`config.mk`:
```
export PLATFORM = sky130hd
export DESIGN_NAME = host_port_slave
export DESIGN_NICKNAME = d
export VERILOG_FILES = /design/src/rtl/host_port_pkg.sv /design/src/rtl/hps_sync.sv /design/src/rtl/hps_front.sv /design/src/rtl/hps_core.sv /design/src/rtl/host_port_slave.sv
export SDC_FILE = /design/constraint.sdc
export NUM_CORES = 1
export LEC_CHECK = 0
export ABC_AREA = 1
export ABC_CLOCK_PERIOD_IN_PS = 2200
export CAP_MARGIN = 0
export CORE_AREA = 2 2 181 183
export CTS_BUF_LIST = sky130_fd_sc_hd__clkbuf_16
export DETAILED_ROUTE_END_ITERATION = 12
export DIE_AREA = 0 0 183 185
export GPL_ROUTABILITY_DRIVEN = 0
export HOLD_SLACK_MARGIN = 0.03
export SYNTH_ARGS = -nofsm -noshare
export SYNTH_HDL_FRONTEND = slang
export SYNTH_HIERARCHICAL = 1
export SYNTH_SLANG_ARGS = --single-unit
export TNS_END_PERCENT = 20
```
`constraint.sdc`:
```
create_clock -name clk -period 2.2 [get_ports clk]
set_input_delay 0.22 -clock clk [delete_from_list [all_inputs] [get_ports clk]]
set_output_delay 0.22 -clock clk [all_outputs]
set_load 0.05 [all_outputs]
```
`src/rtl/host_port_pkg.sv`:
```
package host_port_pkg;

    localparam int HALF_W = 16;
    localparam int WORD_W = 2 * HALF_W;

    typedef enum logic [1:0] {
        SEL_CTRL     = 2'b00,
        SEL_DATA_INC = 2'b01,
        SEL_ADDR     = 2'b10,
        SEL_DATA_FIX = 2'b11
    } reg_sel_e;

    typedef enum logic [1:0] {
        ST_IDLE,
        ST_FETCH,
        ST_STORE,
        ST_PREFETCH
    } xfer_state_e;

    typedef struct packed {
        reg_sel_e sel;
        logic     is_read;
        logic     upper;
    } access_t;

    // Active-low access strobe formed from chip select and the two data strobes.
    function automatic logic strobe_active_n(input logic cs_n, input logic ds_a, input logic ds_b);
        return ~(ds_a ^ ds_b) | cs_n;
    endfunction

    // Both data-register encodings have bit 0 set.
    function automatic logic is_data(input reg_sel_e s);
        return s[0];
    endfunction

    function automatic logic [WORD_W-1:0] put_half(input logic [WORD_W-1:0] word,
                                                   input logic [HALF_W-1:0] half,
                                                   input logic upper);
        return upper ? {half, word[HALF_W-1:0]} : {word[WORD_W-1:HALF_W], half};
    endfunction

    function automatic logic [HALF_W-1:0] get_half(input logic [WORD_W-1:0] word,
                                                   input logic upper);
        return upper ? word[WORD_W-1:HALF_W] : word[HALF_W-1:0];
    endfunction

endpackage

```
`src/rtl/hps_sync.sv`:
```
module hps_sync #(
    parameter int   STAGES    = 2,
    parameter logic RESET_VAL = 1'b1
) (
    input  logic clk,
    input  logic rst,
    input  logic d,
    output logic q
);
    logic [STAGES-1:0] chain;

    generate
        if (STAGES == 1) begin : g_single
            always_ff @(posedge clk) begin
                if (rst) chain <= RESET_VAL;
                else     chain <= d;
            end
        end else begin : g_multi
            always_ff @(posedge clk) begin
                if (rst) chain <= {STAGES{RESET_VAL}};
                else     chain <= {chain[STAGES-2:0], d};
            end
        end
    endgenerate

    assign q = chain[STAGES-1];
endmodule

```
`src/rtl/hps_front.sv`:
```
module hps_front
    import host_port_pkg::*;
#(
    parameter int SYNC_STAGES = 2
) (
    input  logic    clk,
    input  logic    rst,
    input  logic    strobe_pin_n,
    input  logic    as_pin_n,
    input  access_t pin_acc,
    output logic    start_pulse,
    output logic    end_pulse,
    output access_t start_acc,
    output access_t hold_acc
);
    logic    strobe_s, strobe_prev;
    logic    as_s, as_prev;
    logic    as_fall, as_rise;
    logic    as_held;
    access_t as_lat;

    hps_sync #(.STAGES(SYNC_STAGES), .RESET_VAL(1'b1)) u_sync_strobe (
        .clk(clk), .rst(rst), .d(strobe_pin_n), .q(strobe_s)
    );

    hps_sync #(.STAGES(SYNC_STAGES), .RESET_VAL(1'b1)) u_sync_as (
        .clk(clk), .rst(rst), .d(as_pin_n), .q(as_s)
    );

    assign start_pulse = strobe_prev & ~strobe_s;
    assign end_pulse   = ~strobe_prev & strobe_s;
    assign as_fall     = as_prev & ~as_s;
    assign as_rise     = ~as_prev & as_s;
    assign start_acc   = as_held ? as_lat : pin_acc;

    always_ff @(posedge clk) begin
        if (rst) begin
            strobe_prev <= 1'b1;
            as_prev     <= 1'b1;
            as_held     <= 1'b0;
            as_lat      <= '0;
            hold_acc    <= '0;
        end else begin
            strobe_prev <= strobe_s;
            as_prev     <= as_s;
            if (end_pulse || as_rise) as_held <= 1'b0;
            if (as_fall) begin
                as_lat  <= pin_acc;
                as_held <= 1'b1;
            end
            if (start_pulse) hold_acc <= start_acc;
        end
    end

    // one strobe fall yields exactly one start event
    assert_single_start_R1: assert property (@(posedge clk) disable iff (rst)
        start_pulse |=> !start_pulse);

    // an access opened after an address-strobe fall uses the latched selects
    assert_as_latch_R11: assert property (@(posedge clk) disable iff (rst)
        (start_pulse && as_held) |=> (hold_acc == $past(as_lat)));
endmodule

```
`src/rtl/hps_core.sv`:
```
module hps_core
    import host_port_pkg::*;
#(
    parameter int ADDR_STEP = 4
) (
    input  logic              clk,
    input  logic              rst,
    input  logic              start_pulse,
    input  logic              end_pulse,
    input  access_t           start_acc,
    input  access_t           hold_acc,
    input  logic [HALF_W-1:0] host_din,
    output logic [HALF_W-1:0] host_dout,
    output logic              host_oe,
    output logic              busy,
    output logic              mem_req,
    output logic              mem_we,
    output logic [WORD_W-1:0] mem_addr,
    output logic [WORD_W-1:0] mem_wdata,
    input  logic [WORD_W-1:0] mem_rdata,
    input  logic              mem_ack
);
    localparam logic [WORD_W-1:0] STEP = WORD_W'(ADDR_STEP);

    xfer_state_e       state;
    logic [WORD_W-1:0] ctrl_q, addr_q, data_q, sel_word;
    logic              pref_ok, store_inc, oe_q;

    always_ff @(posedge clk) begin
        if (rst) begin
            state     <= ST_IDLE;
            ctrl_q    <= '0;
            addr_q    <= '0;
            data_q    <= '0;
            pref_ok   <= 1'b0;
            store_inc <= 1'b0;
            oe_q      <= 1'b0;
        end else begin
            unique case (state)
                ST_FETCH: if (mem_ack) begin
                    data_q <= mem_rdata;
                    state  <= ST_IDLE;
                end
                ST_PREFETCH: if (mem_ack) begin
                    data_q  <= mem_rdata;
                    pref_ok <= 1'b1;
                    state   <= ST_IDLE;
                end
                ST_STORE: if (mem_ack) begin
                    if (store_inc) addr_q <= addr_q + STEP;
                    state <= ST_IDLE;
                end
                default: ;
            endcase

            if (start_pulse && start_acc.is_read) begin
                oe_q <= 1'b1;
                if (is_data(start_acc.sel) && !start_acc.upper) begin
                    if (pref_ok) pref_ok <= 1'b0;
                    else         state   <= ST_FETCH;
                end
            end

            if (end_pulse) begin
                oe_q <= 1'b0;
                if (!hold_acc.is_read) begin
                    unique case (hold_acc.sel)
                        SEL_CTRL: ctrl_q <= put_half(ctrl_q, host_din, hold_acc.upper);
                        SEL_ADDR: begin
                            addr_q  <= put_half(addr_q, host_din, hold_acc.upper);
                            pref_ok <= 1'b0;
                        end
                        default: begin
                            data_q  <= put_half(data_q, host_din, hold_acc.upper);
                            pref_ok <= 1'b0;
                            if (hold_acc.upper) begin
                                state     <= ST_STORE;
                                store_inc <= (hold_acc.sel == SEL_DATA_INC);
                            end
                        end
                    endcase
                end else if (hold_acc.sel == SEL_DATA_INC && hold_acc.upper) begin
                    addr_q <= addr_q + STEP;
                    state  <= ST_PREFETCH;
                end
            end
        end
    end

    always_comb begin
        unique case (hold_acc.sel)
            SEL_CTRL: sel_word = ctrl_q;
            SEL_ADDR: sel_word = addr_q;
            default:  sel_word = data_q;
        endcase
    end

    assign host_dout = get_half(sel_word, hold_acc.upper);
    assign host_oe   = oe_q;
    assign mem_req   = (state != ST_IDLE);
    assign mem_we    = (state == ST_STORE);
    assign mem_addr  = addr_q;
    assign mem_wdata = data_q;
    assign busy      = mem_req;

    assert_req_hold_R12: assert property (@(posedge clk) disable iff (rst)
        (mem_req && !mem_ack) |=> (mem_req && $stable(mem_addr) && $stable(mem_we) && $stable(mem_wdata)));

    assert_store_issue_R6: assert property (@(posedge clk) disable iff (rst)
        (end_pulse && !hold_acc.is_read && is_data(hold_acc.sel) && hold_acc.upper) |=> (mem_req && mem_we));

    assert_no_low_store_R6: assert property (@(posedge clk) disable iff (rst)
        (end_pulse && !hold_acc.is_read && !hold_acc.upper && !mem_req) |=> !mem_req);

    assert_fetch_issue_R5: assert property (@(posedge clk) disable iff (rst)
        (start_pulse && start_acc.is_read && is_data(start_acc.sel) && !start_acc.upper && !pref_ok)
        |=> (mem_req && !mem_we));

    assert_addr_step_R7: assert property (@(posedge clk) disable iff (rst)
        (mem_req && mem_we && mem_ack && store_inc) |=> (mem_addr == $past(mem_addr) + STEP));

    assert_reg_quiet_start_R4: assert property (@(posedge clk) disable iff (rst)
        (start_pulse && !is_data(start_acc.sel) && !mem_req) |=> !busy);

    assert_reg_quiet_end_R4: assert property (@(posedge clk) disable iff (rst)
        (end_pulse && !is_data(hold_acc.sel) && !mem_req) |=> !busy);

    assert_oe_release_R10: assert property (@(posedge clk) disable iff (rst)
        end_pulse |=> !host_oe);
endmodule

```
`src/rtl/host_port_slave.sv`:
```
module host_port_slave
    import host_port_pkg::*;
#(
    parameter int SYNC_STAGES = 2,
    parameter int ADDR_STEP   = 4
) (
    input  logic              clk,
    input  logic              rst,
    input  logic              host_cs_n,
    input  logic              host_ds_a,
    input  logic              host_ds_b,
    input  logic              host_as_n,
    input  logic [1:0]        host_reg_sel,
    input  logic              host_rd_wr,
    input  logic              host_half_sel,
    input  logic [HALF_W-1:0] host_data_in,
    output logic [HALF_W-1:0] host_data_out,
    output logic              host_data_oe,
    output logic              host_busy,
    output logic              mem_req,
    output logic              mem_we,
    output logic [WORD_W-1:0] mem_addr,
    output logic [WORD_W-1:0] mem_wdata,
    input  logic [WORD_W-1:0] mem_rdata,
    input  logic              mem_ack
);
    logic    strobe_n, start_pulse, end_pulse, core_busy;
    access_t pin_acc, start_acc, hold_acc;

    assign strobe_n = strobe_active_n(host_cs_n, host_ds_a, host_ds_b);
    assign pin_acc  = '{sel: reg_sel_e'(host_reg_sel), is_read: host_rd_wr, upper: host_half_sel};

    hps_front #(.SYNC_STAGES(SYNC_STAGES)) u_front (
        .clk         (clk),
        .rst         (rst),
        .strobe_pin_n(strobe_n),
        .as_pin_n    (host_as_n),
        .pin_acc     (pin_acc),
        .start_pulse (start_pulse),
        .end_pulse   (end_pulse),
        .start_acc   (start_acc),
        .hold_acc    (hold_acc)
    );

    hps_core #(.ADDR_STEP(ADDR_STEP)) u_core (
        .clk        (clk),
        .rst        (rst),
        .start_pulse(start_pulse),
        .end_pulse  (end_pulse),
        .start_acc  (start_acc),
        .hold_acc   (hold_acc),
        .host_din   (host_data_in),
        .host_dout  (host_data_out),
        .host_oe    (host_data_oe),
        .busy       (core_busy),
        .mem_req    (mem_req),
        .mem_we     (mem_we),
        .mem_addr   (mem_addr),
        .mem_wdata  (mem_wdata),
        .mem_rdata  (mem_rdata),
        .mem_ack    (mem_ack)
    );

    // Busy is only presented while the chip is selected.
    assign host_busy = core_busy & ~host_cs_n;
endmodule

```
==> impl_metrics.ini <==
[clocking]
htree_levels = 4
hold_buffers = 0
cts_buffer_depth = 2
clock_sink_count = 116
cts_tree = built
clk_pin_slew_worst_paths_ns = 0.06
cts_inserted_buffers = 17
clk_latency_ns = 0.43
clock-root-buffer = clkbuf_16

[worst_setup_path]
path_buf_inv = 4
worst-setup-path-type = reg2out
crit_top_cell = buf_4
crit_arrival_ns = 1.91
critPathMaxFanout = 15
worstSetupStartpointType = register
cp_top_family = buffers and inverters
slowest_delay_ns = 0.44
required_ns = 1.98
cp_cell_sequence = nor2_4, inv_2, buf_4, o221ai_1, o21ai_1, inv_1, buf_4
setup.worst_path.end_class = output port
cp_slowest_cell = dfxtp_4

[status]
run_status = finished clean

[global_route]
grt_pass1_wl_mm = 52.9
grt_pass1_vias = 8857
overflow = 0
grt_use_total_pct = 20.5
antenna_found_initial = 0
grt_max_degree = 46

[floorplan]
initial_core_util_pct = 24.5
die_x_um = 183
die_area_um2 = 33900
row_count = 66
coreArea_um2 = 32000
die_h_um = 185
ios = 143

[yosys]
synth.distinct_cells = 36
synthTopCellsByArea = dfxtp_1, nand2_1, o21ai_0
synthArstFlopShare_pct = 0
syn-num-nets = 1321
synth_area_per_cell_um2 = 6.21
synth_top_area_share_pct = 29.6
synth_ff_type = dfxtp_1
yosys_warnings = 6
yosysSeqAreaShare_pct = 29.6
yosysTopAreaCell = dfxtp_1
synth_area_um2 = 7840
synth_edf_count = 0
ys_seq_elements = 116
synth_cells = 1261

[sta]
hold_viol_final = 0
min_period_ns = 2.13
finalSetupViolCount = 0
slew-limit-headroom_pct = 64.1
worst_pin_slew_ns = 0.537
skew_ns = 0.00926
final_max_slew_viol_count = 0
fin_crit_sh_pct = 97.0
worst_slack_ns = 0.0657
max_freq_mhz = 469
rsz0062_at_grt = true

[drt]
vias = 9447
via_per_inst = 5.15
wl_mm = 34.5
top_layer = met4
drtPass1Iterations = 5
drtIter0Drc = 1067
avgRoutedWirePerCell_um = 18.8
wl_met1_mm = 14.3
met2_length_mm = 15.9
drtAntennaViolNets = 0
wl_met3_mm = 3.07
route.detailed.drc = 0

[placement]
hpwl_mm = 26.0
port_buffers = 142
place_ws_ns = -0.00728

[finish]
diodes = 0
mostFrequentLayoutCell = nand2_1
final_nets = 1475
mostFrequentLayoutCells = nand2_1, inv_1, clkdlybuf4s50_1, o21ai_0, dfxtp_1
drive_above_1_share_pct = 12.5
area_growth_pct = 35.9
fillers = 3457

[min_path]
worstHoldPathType = in2reg

[run]
drv_cap = 0

[pwr]
power_per_cell_area_nw_per_um2 = 530
finalPower_mw = 5.64
leakage_nw = 4.35
irDropWorstVdd_uv = 491
-- area by class of cell --
class,instances,area (um2),share of cell area (%)
inverters,182,686,6.44
flip-flops and latches,116,2330,21.9
multi-input cells,892,4610,43.3
clock inverters,15,141,1.33
repair buffers,206,1940,18.2
well taps,408,510,4.79
clock buffers,17,425,4.00
-- worst paths after layout --
check	end	cells past startpoint	from	slack (ns)
hold reg to reg	u_core/pref_ok	1	u_core/pref_ok	0.45
setup / recovery	host_data_out[12]	7	u_front/hold_acc[2]	0.07
hold / removal	u_front/u_sync_as/chain[0]	3	host_as_n	0.35
setup reg to reg	u_core/mem_addr[16]	9	u_core/mem_addr[2]	0.17
-- power by group --
| part | switching [mW] | total, mW | internal (mW) |
|---|---|---|---|
| logic | 0.459 | 0.721 | 0.262 |
| clock network | 1.11 | 2.76 | 1.65 |
| registers | 0.0327 | 2.16 | 2.13 |
-- metal layers --
layer	vias up	GRT usage, %
met5	-	0
met4	0	8.16
met3	68	4.82
met2	480	33.3
met1	4425	26.3
li1	4474	-
-- worst register-to-register path, cell delays in order (launching register included) --
cell and delay [ns]:
dfxtp_1 0.44, ha_1 0.24, nand2_1 0.10, nor2_4 0.22
nand3_4 0.15, nor2_4 0.17, xor2_1 0.23, nand2_1 0.08
a21oi_1 0.19, a21oi_1 0.09
-- sequential cells by signal, summed over array words and instances (netlist names), 2 cells and up --
| signal | flops |
|---|---|
| u_core/ctrl_q | 32 |
| u_core/mem_addr | 32 |
| u_core/mem_wdata | 32 |
| u_front/as_lat | 4 |
| u_front/hold_acc | 4 |
| u_core/state | 2 |
| u_front/u_sync_as/chain | 2 |
| u_front/u_sync_strobe/chain | 2 |
-- timing repair --
item / CTS / global route
resized for setup: 16 / 21
setup buffers: 0 / 1
setup endpoints to repair: 18 / 23
pin swaps: 0 / 1
-- cell usage after synthesis, drive strengths merged, types with 21 or more instances --
library cell and n:
inv 181, nand3 77, dfxtp 116, o21ai 139, o211ai 27, xor2 21
a21oi 104, clkbuf 44, nand2 322, o221ai 28, buf 27, a31oi 30
nor2 108
-- through the flow --
stage | TNS, ns | instances | hold slack, ns | instance area, um2 | util (%)
after floorplan | 0 | 1261 | 0.305 | 7840 | -
after global placement | 0 | 1803 | 0.431 | 9980 | 31.1
after detailed placement | -0.00728 | 1803 | 0.433 | 9980 | 31.1
after CTS | 0 | 1835 | 0.347 | 10600 | 33.0
after global routing | -0.213 | 1836 | 0.388 | 10600 | 33.2
final | 0 | 1836 | 0.353 | 10600 | 33.2
-- kinds of logic (layout without fill, tap and decap cells) --
group	count (synthesis)	after routing	synth area share (%)
xor+xnor	21	21	2.35
simple gates	533	533	30.7
flops	116	116	29.6
fa+ha+maj	1	1	0.160
buf+inv	253	420	12.6
compound gates	337	337	24.6
(Power assumes the default switching activity.)
